**config.mk**
```make
export PLATFORM = sky130hd
export DESIGN_NAME = sic_cascade
export DESIGN_NICKNAME = d
export VERILOG_FILES = /design/src/rtl/sic_pkg.sv /design/src/rtl/sic_regs.sv /design/src/rtl/sic_route.sv /design/src/rtl/sic_cascade.sv
export SDC_FILE = /design/constraint.sdc
export NUM_CORES = 1
export LEC_CHECK = 0
export BUFFER_PORTS_ARGS = -buffer_cell sky130_fd_sc_hd__buf_2
export CAP_MARGIN = 5
export CORE_ASPECT_RATIO = 1.25
export CORE_MARGIN = 5
export CORE_UTILIZATION = 40
export DETAILED_ROUTE_END_ITERATION = 10
export GPL_TIMING_DRIVEN = 0
export PLACE_DENSITY = 0.71
export SYNTH_ARGS = -nofsm -noshare
export SYNTH_HDL_FRONTEND = slang
export SYNTH_SLANG_ARGS = --single-unit
```
**constraint.sdc**
```tcl
create_clock -name clk -period 3 [get_ports clk]
set_input_delay 0.6 -clock clk [delete_from_list [all_inputs] [get_ports clk]]
set_output_delay 0.6 -clock clk [all_outputs]
set_load 0.03 [all_outputs]
```
**src/rtl/sic_pkg.sv**
```systemverilog
package sic_pkg;
  localparam int REG_AW = 3;

  typedef enum logic [REG_AW-1:0] {
    REG_STATUS = 3'd0,
    REG_RAW    = 3'd1,
    REG_EN_SET = 3'd2,
    REG_EN_CLR = 3'd3,
    REG_PASS   = 3'd4
  } sic_reg_e;
endpackage

```
**src/rtl/sic_regs.sv**
```systemverilog
module sic_regs
  import sic_pkg::*;
#(
  parameter int          NUM_SRC = 32,
  parameter logic [NUM_SRC-1:0] PASS_CAPABLE = 32'hFFD0_0000
) (
  input  logic               clk,
  input  logic               rst,
  input  logic               wr_en,
  input  logic               rd_en,
  input  logic [REG_AW-1:0]  addr,
  input  logic [NUM_SRC-1:0] wdata,
  input  logic [NUM_SRC-1:0] src,
  input  logic [NUM_SRC-1:0] status,
  output logic [NUM_SRC-1:0] en_mask,
  output logic [NUM_SRC-1:0] pt_mask,
  output logic [NUM_SRC-1:0] rdata
);
  sic_reg_e              sel;
  logic [NUM_SRC-1:0]    rd_mux;

  assign sel = sic_reg_e'(addr);

  always_comb begin
    case (sel)
      REG_STATUS: rd_mux = status;
      REG_RAW:    rd_mux = src;
      REG_EN_SET: rd_mux = en_mask;
      REG_EN_CLR: rd_mux = en_mask;
      REG_PASS:   rd_mux = pt_mask;
      default:    rd_mux = '0;
    endcase
  end

  always_ff @(posedge clk) begin
    if (rst) begin
      en_mask <= '0;
      pt_mask <= '0;
      rdata   <= '0;
    end else begin
      if (wr_en) begin
        case (sel)
          REG_EN_SET: en_mask <= en_mask | wdata;
          REG_EN_CLR: en_mask <= en_mask & ~wdata;
          REG_PASS:   pt_mask <= wdata & PASS_CAPABLE;
          default:    ;
        endcase
      end
      rdata <= rd_en ? rd_mux : '0;
    end
  end
endmodule

```
**src/rtl/sic_route.sv**
```systemverilog
module sic_route #(
  parameter int          NUM_SRC = 32,
  parameter logic [NUM_SRC-1:0] PASS_CAPABLE = 32'hFFD0_0000
) (
  input  logic               clk,
  input  logic               rst,
  input  logic [NUM_SRC-1:0] src,
  input  logic [NUM_SRC-1:0] en_mask,
  input  logic [NUM_SRC-1:0] pt_mask,
  output logic [NUM_SRC-1:0] status,
  output logic               cascade_irq,
  output logic [NUM_SRC-1:0] direct_irq
);
  logic [NUM_SRC-1:0] direct_d;
  logic [NUM_SRC-1:0] stay_local;

  assign status = src & en_mask;

  for (genvar i = 0; i < NUM_SRC; i++) begin : g_lane
    if (PASS_CAPABLE[i]) begin : g_pass
      assign direct_d[i]   = src[i] & pt_mask[i];
      assign stay_local[i] = ~pt_mask[i];
    end else begin : g_fixed
      assign direct_d[i]   = 1'b0;
      assign stay_local[i] = 1'b1;
    end
  end

  always_ff @(posedge clk) begin
    if (rst) begin
      cascade_irq <= 1'b0;
      direct_irq  <= '0;
    end else begin
      cascade_irq <= |(status & stay_local);
      direct_irq  <= direct_d;
    end
  end
endmodule

```
**src/rtl/sic_cascade.sv**
```systemverilog
module sic_cascade
  import sic_pkg::*;
#(
  parameter int          NUM_SRC = 32,
  parameter logic [NUM_SRC-1:0] PASS_CAPABLE = 32'hFFD0_0000
) (
  input  logic               clk,
  input  logic               rst,
  input  logic               wr_en,
  input  logic               rd_en,
  input  logic [REG_AW-1:0]  addr,
  input  logic [NUM_SRC-1:0] wdata,
  output logic [NUM_SRC-1:0] rdata,
  input  logic [NUM_SRC-1:0] src,
  output logic               cascade_irq,
  output logic [NUM_SRC-1:0] direct_irq
);
  logic [NUM_SRC-1:0] en_mask;
  logic [NUM_SRC-1:0] pt_mask;
  logic [NUM_SRC-1:0] status;

  sic_regs #(.NUM_SRC(NUM_SRC), .PASS_CAPABLE(PASS_CAPABLE)) u_regs (
    .clk(clk), .rst(rst), .wr_en(wr_en), .rd_en(rd_en), .addr(addr),
    .wdata(wdata), .src(src), .status(status),
    .en_mask(en_mask), .pt_mask(pt_mask), .rdata(rdata)
  );

  sic_route #(.NUM_SRC(NUM_SRC), .PASS_CAPABLE(PASS_CAPABLE)) u_route (
    .clk(clk), .rst(rst), .src(src), .en_mask(en_mask), .pt_mask(pt_mask),
    .status(status), .cascade_irq(cascade_irq), .direct_irq(direct_irq)
  );
endmodule

```
==> results by group <==
Outcome
  – Status: finished, final reports clean

Floorplan
  – Std-Cell Rows: 38
  – Die area: 0.0106 sq mm
  – Die X: 93.2 um
  – I/O pins: 136
  – Initial Util: 0.405
  – Die Ht: 114 um
  – Core ar.: 0.00856 sq mm

Clocking
  – Worst-skew pair later-pin latency: 0.35 ns
  – Number of setup buffers added after CTS: 0
  – CTS Buffer Depth: 2
  – Post-cts sizing count: 0
  – CTS root buf: clkbuf_8
  – # hold bufs at CTS: 0
  – # clock sinks: 87
  – CTS tree: done
  – CTS clock-pin slew for the worst setup and hold paths: 0.08 ns
  – H-Tree Depth: 3
  – Total CTS buffers: 9

Logic synthesis
  – Top cells by area, synth: dfxtp_1 50%, a311oi_1 8.1%, a21oi_1 7.8%, nand2_1 6.4%, buf_4 5.0%
  – Mapped Cells: 395
  – Yosys top cell by area: dfxtp_1
  – Number of flops mapped to enable cells by yosys: 0
  – Mux contribution to synthesized area: 0
  – Avg Cell Area, Syn: 8.76 sq um
  – Post-Synth Simple-Gate Area: 0.146
  – Post-Syn Area: 0.00346 sq mm
  – Async set-or-reset flop fraction in the synthesized netlist: 0
  – Synth top cells by count: 87 x dfxtp_1, 59 x nand2_1, 54 x a21oi_1
  – Netlist cell types: 29
  – Seq/Total Area, Yosys: 0.503
  – Xor/xnor share of the synthesized area: 0
  – Most used DFF post-synth: dfxtp_1
  – Yosys Warn Count: 0
  – Synth Area in Compound Gates: 0.265
  – Most common cell in the synthesized netlist: dfxtp_1
  – Top cell type's share of synthesized area: 0.503
  – FF+latch count, synth: 87
  – Synth Area in Adders: 0
  – Main combinational cell family by area after synthesis: compound AO/OA/AOI/OAI gates

Setup path
  – CP startpoint kind: input port
  – Critical path class: input port to flip-flop
  – WP buf/inv: 4
  – Worst path cell trace: buf_2 > buf_2 > clkbuf_1 > clkbuf_1 > o22ai_1 > nor2_1
  – CP top delay family: buffers and inverters
  – Crit path max fanout: 10
  – Data required, critical path: 3.29 ns
  – Worst Setup End Kind: flip-flop
  – CP max-delay cell: clkbuf_1
  – Slowest stage delay, CP: 0.44 ns
  – Crit path arrival time: 1.98 ns

Routing
  – DR WL met3: 984 um
  – DR vias: 3390
  – Via density: 5.29
  – Met2 WL post-DR: 5030 um
  – Routed Antenna Nets: 0
  – Drt initial violations: 158
  – Wirelength, routed: 10300 um
  – Top sig layer: met4
  – Post-detailed-route wirelength per cell: 16.1 um
  – WL met1: 3990 um
  – Post-route DRC: 0
  – DR pass1 iterations: 4

Cells and area
  – Final Util: 0.516
  – Fin area: 0.00441 sq mm
  – Antenna Cells: 0
  – Nets: 610
  – Area delta synth->final: 27.5%
  – Layout cell share with drive strength beyond 1: 0.292

GRT
  – First-pass GRT wire length: 15900 um
  – Vias in the first global route: 3311
  – Tot GR Track Use: 0.193
  – Antenna violations before repair: 0
  – Largest net degree at the start of global routing: 13
  – Grt ovf: 0

Place
  – Post-Place Setup Slack: 0.968 ns
  – GPL Wtd Cong: 0.868
  – Cell Area, Placed: 0.00423 sq mm
  – Post-DP HPWL: 7740 um
  – # port buffers: 113

STA
  – Final worst setup slack: 1.32 ns
  – Slew @ Worst Pin: 0.564 ns
  – Final worst-path cycle share: 0.561
  – Unrepaired setup endpoints after global routing: false
  – Max Fclk: 594 MHz
  – Slew headroom: 0.624
  – Worst Skew: 0.00435 ns
  – Max-slew violations: 0
  – Hold Violations, Final: 0
  – Final setup vio count: 0
  – Setup TNS: 0 ns
  – Minimum clock period: 1.68 ns
  – Tightest hold margin: 0.450 ns

Power and ir drop
  – Clock network power share: 0.349
  – Sw power: 0.587 mW
  – Leak: 1.85 nW
  – Comb pwr share: 0.129
  – Worst VDD drop: 0.207 mV
  – Sequential fraction of design power: 0.522
  – Switching Fraction: 0.256
  – Power Internal: 1.71 mW
  – Power Density: 520 mW/mm^2

Run
  – Max-capacitance violation count: 0

Min path
  – Hold Path Class: input port to flip-flop
-- power groups by stage --
stage | Clock [mW] | Sequential (mW) | Combinational (mW)
global placement | 0 | 1.22 | 0.288
detailed placement | 0 | 1.22 | 0.293
CTS | 0.819 | 1.20 | 0.294
global route | 0.875 | 1.20 | 0.322
finish | 0.801 | 1.20 | 0.297
floorplan | 0 | 1.24 | 0.168
-- through the flow --
| step | instances | power, mW |
|---|---|---|
| 2_1_floorplan | 415 | 1.40 |
| 3_3_place_gp | 628 | 1.51 |
| 3_5_place_dp | 628 | 1.52 |
| 4_1_cts | 641 | 2.31 |
| 5_1_grt | 641 | 2.40 |
| 6_report | 641 | 2.30 |
-- path summary, 6_finish.rpt --
kind / to / slack, ns / from / cells after the start
max: u_regs.rdata[21] / 1.32 / addr[1] / 6
min: flip-flop / 0.45 / wdata[1] / 2
max reg2reg: u_route.cascade_irq / 1.76 / flip-flop / 4
min reg2reg: u_route.direct_irq[24] / 0.47 / u_regs.pt_mask[24] / 2
-- cells by family (layout without fill, tap and decap cells) --
kind of cell	Yosys count	in the layout
and+or+nand+nor	113	113
DFF	87	87
other	1	21
buffers and inverters	52	178
AOI/OAI and AO/OA	142	142
-- layer usage --
layer | vias to the layer above | GRT usage
met5 | - | 0
met4 | 0 | 0.0860
met3 | 26 | 0.0580
met2 | 158 | 0.327
met1 | 1528 | 0.223
li1 | 1678 | -
-- cell usage in the layout (no fill, tap or decap) --
master / n
a22o_1: 2
and3b_1: 1
clkbuf_1: 19
nand4bb_1: 1
nand2_1: 59
nor3b_1: 1
conb_1: 21
dfxtp_1: 87
clkbuf_8: 11
a221oi_1: 2
nand4_1: 2
a21o_1: 11
a22oi_1: 5
buf_4: 23
a21oi_1: 54
nor3_1: 2
nand3b_1: 11
nor4bb_1: 1
buf_2: 123
o21ai_1: 1
bufinv_16: 1
o21ai_0: 12
a222oi_1: 1
and2b_1: 1
nor2_1: 32
buf_1: 1
a311oi_1: 32
a31oi_1: 1
and3_1: 1
or2_1: 1
o22ai_1: 21
-- layout make-up --
| cell class | count | area, sq um |
|---|---|---|
| Timing Repair Buffer | 113 | 566 |
| Clock inverter | 1 | 30.0 |
| Fill cell | 818 | 4150 |
| Tap cell | 100 | 125 |
| Buffer | 52 | 294 |
| Multi-Input combinational cell | 276 | 1500 |
| Clock buffer | 12 | 155 |
| Sequential cell | 87 | 1740 |
-- worst register-to-register path: stages, from the launching register on --
cell,delay [ns]
dfxtp_1,0.33
a22o_1,0.24
a221oi_1,0.23
and3_1,0.23
a31oi_1,0.08
No activity file was read; power rests on OpenSTA's default activity.
